File: src/rtl/ec_pkg.sv
package ec_pkg;

   // register offsets the software map depends on
   localparam logic [7:0] OFS_DIV  = 8'h00;
   localparam logic [7:0] OFS_CTRL = 8'h20;
   localparam logic [7:0] OFS_POST = 8'h30;
   localparam logic [7:0] OFS_FILL = 8'h50;
   localparam logic [7:0] OFS_WIN  = 8'h80;

   localparam int EN_BIT    = 31;
   localparam int BUS_W     = 32;

   // decoded write strobes
   typedef struct packed {
      logic div;
      logic ctrl;
      logic post;
      logic fill;
   } ec_wstb_t;

endpackage

File: src/rtl/ec_tick_div.sv
module ec_tick_div #(
   parameter int DIV_W = 15
) (
   input  logic             clk,
   input  logic             rst_n,
   input  logic [DIV_W-1:0] div_val,
   input  logic             restart,
   output logic             tick
);
   localparam int CNT_W = DIV_W + 1;

   logic [CNT_W-1:0] cnt_q;
   logic [CNT_W-1:0] last;
   logic             run;

   assign last = {div_val, 1'b0} - CNT_W'(1);
   assign run  = (div_val != '0);
   assign tick = run && (cnt_q == last);

   always_ff @(posedge clk or negedge rst_n) begin
      if (!rst_n) begin
         cnt_q <= '0;
      end else if (restart || !run) begin
         cnt_q <= '0;
      end else if (cnt_q == last) begin
         cnt_q <= '0;
      end else begin
         cnt_q <= cnt_q + CNT_W'(1);
      end
   end

endmodule

File: src/rtl/ec_fill.sv
module ec_fill #(
   parameter int MAX_BITS = 256,
   parameter int CNT_W    = 9,
   parameter int PTR_W    = 8
) (
   input  logic                clk,
   input  logic                rst_n,
   input  logic                fill_wr,
   input  logic [31:0]         wdata,
   input  logic                gen_en,
   input  logic                tick,
   input  logic                noise_bit,
   output logic [CNT_W-1:0]    fill_cnt,
   output logic [MAX_BITS-1:0] window
);
   logic [PTR_W-1:0] ptr_q;
   logic [CNT_W-1:0] load_val;
   logic             take;

   assign load_val = (wdata > 32'(MAX_BITS)) ? CNT_W'(MAX_BITS) : CNT_W'(wdata);
   assign take     = tick && gen_en && (fill_cnt != '0);

   always_ff @(posedge clk or negedge rst_n) begin
      if (!rst_n) begin
         fill_cnt <= '0;
         ptr_q    <= '0;
         window   <= '0;
      end else if (fill_wr) begin
         fill_cnt <= load_val;
         ptr_q    <= '0;
      end else if (take) begin
         window[ptr_q] <= noise_bit;
         ptr_q         <= ptr_q + PTR_W'(1);
         fill_cnt      <= fill_cnt - CNT_W'(1);
      end
   end

endmodule

File: src/rtl/ec_regs.sv
module ec_regs
   import ec_pkg::*;
#(
   parameter int ADDR_W   = 8,
   parameter int DIV_W    = 15,
   parameter int POST_W   = 8,
   parameter int WORDS    = 8,
   parameter int CNT_W    = 9
) (
   input  logic                  clk,
   input  logic                  rst_n,
   input  logic                  bus_sel,
   input  logic                  bus_wr,
   input  logic [ADDR_W-1:0]     bus_addr,
   input  logic [31:0]           bus_wdata,
   output logic [31:0]           bus_rdata,
   input  logic [CNT_W-1:0]      fill_cnt,
   input  logic [WORDS*32-1:0]   window,
   output logic [DIV_W-1:0]      div_val,
   output logic                  gen_en,
   output ec_wstb_t              wstb
);
   logic [POST_W-1:0] post_q;
   logic [31:0]       rd_val;
   logic [31:0]       win_word [WORDS];
   logic [WORDS-1:0]  win_hit;

   assign wstb.div  = bus_sel && bus_wr && (bus_addr == ADDR_W'(OFS_DIV));
   assign wstb.ctrl = bus_sel && bus_wr && (bus_addr == ADDR_W'(OFS_CTRL));
   assign wstb.post = bus_sel && bus_wr && (bus_addr == ADDR_W'(OFS_POST));
   assign wstb.fill = bus_sel && bus_wr && (bus_addr == ADDR_W'(OFS_FILL));

   for (genvar g = 0; g < WORDS; g++) begin : g_win
      assign win_word[g] = window[32*g +: 32];
      assign win_hit[g]  = (bus_addr == ADDR_W'(int'(OFS_WIN) + 4*g));
   end

   always_ff @(posedge clk or negedge rst_n) begin
      if (!rst_n) begin
         div_val <= '0;
         gen_en  <= 1'b0;
         post_q  <= '0;
      end else begin
         if (wstb.div)  div_val <= bus_wdata[DIV_W:1];
         if (wstb.ctrl) gen_en  <= bus_wdata[EN_BIT];
         if (wstb.post) post_q  <= bus_wdata[POST_W-1:0];
      end
   end

   always_comb begin
      rd_val = '0;
      if (bus_addr == ADDR_W'(OFS_DIV))  rd_val = 32'({div_val, 1'b0});
      if (bus_addr == ADDR_W'(OFS_CTRL)) rd_val = 32'(gen_en) << EN_BIT;
      if (bus_addr == ADDR_W'(OFS_POST)) rd_val = 32'(post_q);
      if (bus_addr == ADDR_W'(OFS_FILL)) rd_val = 32'(fill_cnt);
      for (int i = 0; i < WORDS; i++) begin
         if (win_hit[i]) rd_val = win_word[i];
      end
   end

   always_ff @(posedge clk or negedge rst_n) begin
      if (!rst_n)                 bus_rdata <= '0;
      else if (bus_sel && !bus_wr) bus_rdata <= rd_val;
      else                         bus_rdata <= '0;
   end

endmodule

File: src/rtl/entropy_collector.sv
module entropy_collector
   import ec_pkg::*;
#(
   parameter int ADDR_W = 8,
   parameter int DIV_W  = 15,
   parameter int POST_W = 8,
   parameter int WORDS  = 8
) (
   input  logic              clk,
   input  logic              rst_n,
   input  logic              bus_sel,
   input  logic              bus_wr,
   input  logic [ADDR_W-1:0] bus_addr,
   input  logic [31:0]       bus_wdata,
   output logic [31:0]       bus_rdata,
   input  logic              noise_bit
);
   localparam int MAX_BITS = WORDS * 32;
   localparam int CNT_W    = $clog2(MAX_BITS + 1);
   localparam int PTR_W    = $clog2(MAX_BITS);

   if (WORDS < 1) begin : g_bad_words
      $error("WORDS must be at least 1");
   end
   if (DIV_W < 1 || DIV_W > 30) begin : g_bad_div
      $error("DIV_W must lie in 1..30");
   end
   if (POST_W < 1 || POST_W > 32) begin : g_bad_post
      $error("POST_W must lie in 1..32");
   end
   if (int'(OFS_WIN) + 4*WORDS > (1 << ADDR_W)) begin : g_bad_addr
      $error("window does not fit in the address space");
   end

   logic [DIV_W-1:0]    div_val;
   logic                gen_en;
   ec_wstb_t            wstb;
   logic                tick;
   logic                fill_wr;
   logic [CNT_W-1:0]    fill_cnt;
   logic [MAX_BITS-1:0] window;

   assign fill_wr = wstb.fill;

   ec_regs #(
      .ADDR_W(ADDR_W), .DIV_W(DIV_W), .POST_W(POST_W),
      .WORDS(WORDS), .CNT_W(CNT_W)
   ) u_regs (
      .clk(clk), .rst_n(rst_n),
      .bus_sel(bus_sel), .bus_wr(bus_wr), .bus_addr(bus_addr),
      .bus_wdata(bus_wdata), .bus_rdata(bus_rdata),
      .fill_cnt(fill_cnt), .window(window),
      .div_val(div_val), .gen_en(gen_en), .wstb(wstb)
   );

   ec_tick_div #(.DIV_W(DIV_W)) u_tick (
      .clk(clk), .rst_n(rst_n),
      .div_val(div_val), .restart(wstb.div), .tick(tick)
   );

   ec_fill #(.MAX_BITS(MAX_BITS), .CNT_W(CNT_W), .PTR_W(PTR_W)) u_fill (
      .clk(clk), .rst_n(rst_n),
      .fill_wr(fill_wr), .wdata(bus_wdata),
      .gen_en(gen_en), .tick(tick), .noise_bit(noise_bit),
      .fill_cnt(fill_cnt), .window(window)
   );

endmodule

File: config.mk
export PLATFORM = sky130hd
export DESIGN_NAME = entropy_collector
export DESIGN_NICKNAME = d
export VERILOG_FILES = /design/src/rtl/ec_pkg.sv /design/src/rtl/ec_tick_div.sv /design/src/rtl/ec_fill.sv /design/src/rtl/ec_regs.sv /design/src/rtl/entropy_collector.sv
export SDC_FILE = /design/constraint.sdc
export NUM_CORES = 1
export LEC_CHECK = 0
export BUFFER_PORTS_ARGS = -buffer_cell sky130_fd_sc_hd__buf_2
export CORE_AREA = 4 4 279 281
export CTS_CLUSTER_DIAMETER = 100
export DETAILED_ROUTE_END_ITERATION = 8
export DIE_AREA = 0 0 283 285
export SYNTH_ARGS = -nofsm -noshare
export SYNTH_HDL_FRONTEND = slang
export SYNTH_HIERARCHICAL = 1
export SYNTH_SLANG_ARGS = --single-unit
File: constraint.sdc
create_clock -name clk -period 5.1 [get_ports clk]
set_input_delay 1.53 -clock clk [delete_from_list [all_inputs] [get_ports clk]]
set_output_delay 1.53 -clock clk [all_outputs]
set_load 0.01 [all_outputs]
==> metrics.md <==
| Metric | Value |
|---|---|
| First-pass GRT wire length | `90.5 mm` |
| CTS Hold Bufs | `0` |
| Starting Density | `0.248` |
| CTS max path bufs | `3` |
| Port bufs | `between 70 and 80` |
| Dpl ws | `0.572 ns` |
| R2R depth | `14` |
| Drt drc | `0` |
| GRT Total Usage | `0.141` |
| FP Rows | `a little over 100` |
| Startpoint type of the worst setup path | `flop` |
| Critical Path Fanout Max | `10` |
| Max-capacitance violation count | `0` |
| Worst Setup EP | `u_fill/window[39]` |
| Power, Total | `about 6.2 mW` |
| H-tree depth | `2` |
| Setup tns final | `0 ns` |
| Worst-Skew Late Latency | `0.57 ns` |
| Crit end category | `flop` |
| Cell area after synthesis | `about 0.019 mm^2` |
| Worst Skew | `around 0.033 ns` |
| Drt wl/cell | `20.9 um` |
| Clk sinks | `between 300 and 400` |
| Slew Viols, Final | `0` |
| Via count | `14400` |
| DR iter-0 viols | `between 1000 and 1500` |
| Pwr/cell area | `between 200 and 300 mW/mm^2` |
| R2R Path Start | `u_regs/div_val[0]` |
| CTS Buf Count | `41` |
| Max Clk Rate | `roughly 220 MHz` |
| Area grow syn2layout | `15.0%` |
| Synth warnings | `6` |
| Peak supply drop | `about 0.19 mV` |
| Reg2reg end | `u_fill/window[39]` |
| Root buf cell | `clkbuf_16` |
| Clk slew on worst S/H paths | `roughly 0.060 ns` |
| Post-Syn Area per Cell | `between 10 and 15 um^2` |
| Final period util | `0.880` |
| Die W | `283 um` |
| CTS tree | `yes` |
| Die height | `roughly 290 um` |
| Final instance area | `0.0215 mm^2` |
| Unrepaired setup endpoints after global routing | `false` |
| Final Critical Period | `between 4 and 5 ns` |
| Share of cells above drive strength 1 | `0.305` |
| Final antenna-violating net count | `0` |
| Worst slew pin tran | `~1.3 ns` |
| Vias in the first global route | `around 15000` |
| CP startpoint | `u_regs/div_val[0]` |
| Initial antenna violation count | `3` |
| Syn Inst Count | `~1700` |
| Finish-stage setup viols | `0` |
| Final hold violations | `0` |
| Post-CTS setup buffer count | `0` |
| Largest net degree at the start of global routing | `between 100 and 150` |
| Boundary Pins | `77` |
| Status | `completed` |
| Placed Area | `~0.020 mm^2` |
| Slew margin rel. | `0.159` |
| GRT overflow | `0` |
| Via density | `roughly 5.2` |
| Hold crit path type | `flop to flop` |
| Post-CTS Resized | `0` |
| Total Wirelength | `roughly 58 mm` |
| First-pass detailed-route iteration total | `8` |
| RD Place Congestion | `around 0.85` |
| Nets@finish | `1828` |
| Syn Nets | `between 1500 and 2000` |
| R2R Setup Slk | `between 0.6 and 0.7 ns` |
| Die area | `0.0807 mm^2` |
| Critical path type | `flop to flop` |
| Detailed-placement wirelength estimate | `around 38 mm` |
| CP Data Required Time | `5.55 ns` |
| Lkg Pwr | `9.07 nW` |
| Arrival @ worst endpoint | `4.94 ns` |
| Core area | `0.0754 mm^2` |
| Min setup slack post-route | `around 0.6 ns` |
==> cell usage in the layout, fill, tap and decap left out, types with 8 or more instances in the layout <==
master     count
buf_2         72
a221oi_1      11
mux2_2       230
a21oi_1       31
nand3_1       26
a22o_1        21
and3_1         9
nor3b_1       20
mux2_1        46
buf_4         58
nand3b_1      11
inv_1         14
nand4_1       13
xor2_1        18
mux2_4        30
clkbuf_16     42
ha_1           8
nand2b_1       8
o21ai_0       58
nor3_1        18
o221ai_1      12
nand2_1      192
o22a_1        10
a211oi_2      11
nor4_1        12
nor2_1       156
a31oi_1       23
clkbuf_8      13
a211oi_1      14
xnor2_1       22
a22oi_1       18
nor2_2        38
clkbuf_1      11
and2_1        10
dfrtp_1      345
a222oi_1      12
==> area by class of cell <==
| class | instances | area [um^2] |
|---|---|---|
| Tap cell | 978 | 1220 |
| Timing Repair Buffer | 138 | 942 |
| Multi-Input combinational cell | 1234 | 9320 |
| Sequential cell | 345 | 8630 |
| Clock inverter | 8 | 78.8 |
| Inverter | 15 | 56.3 |
| Antenna cell | 2 | 5.00 |
| Fill cell | 7693 | 53900 |
| Clock buffer | 66 | 1270 |
==> report_power, final <==
group          total, mW  switching (mW)  internal [mW]  leakage (nW)
registers           2.82          0.0446           2.78          4.64
clock network       2.94            1.18           1.75         0.665
logic              0.426           0.287          0.139          3.76
total               6.18            1.52           4.67          9.07
==> flip-flops by register name (all words and copies together), names as in the netlist <==
name and flops:
u_regs/post_q 8, u_regs/bus_rdata 32, u_fill/fill_cnt 9, u_regs/div_val 15, u_fill/window 256, u_fill/ptr_q 8
u_regs/gen_en 1, u_tick/cnt_q 16
==> layer usage <==
layer | vias up | global-route usage | wire (um)
met5 | - | 0 | 0
met3 | 128 | 0.0299 | 3820
met4 | 0 | 0.0611 | 2300
li1 | 6351 | - | -
met2 | 553 | 0.223 | 26800
met1 | 7343 | 0.186 | 25400
==> worst max-delay path: stages, from the launching register on <==
cell and delay [ns]:
dfrtp_1 0.47, inv_1 0.09, ha_1 0.26, nor4b_1 0.67
a21oi_1 0.16, a31oi_1 0.18, nand4_1 0.17, nor4_4 0.26
and2_1 0.40, nand2_1 0.25, buf_4 0.27, a211oi_2 0.52
buf_4 0.28, nand2_1 0.07, mux2_1 0.33
==> stage by stage <==
stage	util	hold WS [ns]	instances
2_1_floorplan	-	0.449	1733
3_5_place_dp	0.267	0.472	2710
6_report	0.285	0.484	2786
3_3_place_gp	0.267	0.461	2710
4_1_cts	0.285	0.485	2784
5_1_grt	0.285	0.498	2786
==> worst min-delay path by stage <==
stage / startpoint / end / depth (start not counted)
6_report: u_fill/window[80] / u_fill/window[80] / 1
5_1_grt: u_fill/window[128] / u_fill/window[128] / 1
4_1_cts: u_fill/window[80] / u_fill/window[80] / 1
3_5_place_dp: u_fill/window[80] / u_fill/window[80] / 1
3_3_place_gp: u_fill/window[80] / u_fill/window[80] / 1
2_1_floorplan: u_fill/window[80] / u_fill/window[80] / 1
Power figures use the tool's default switching activity.
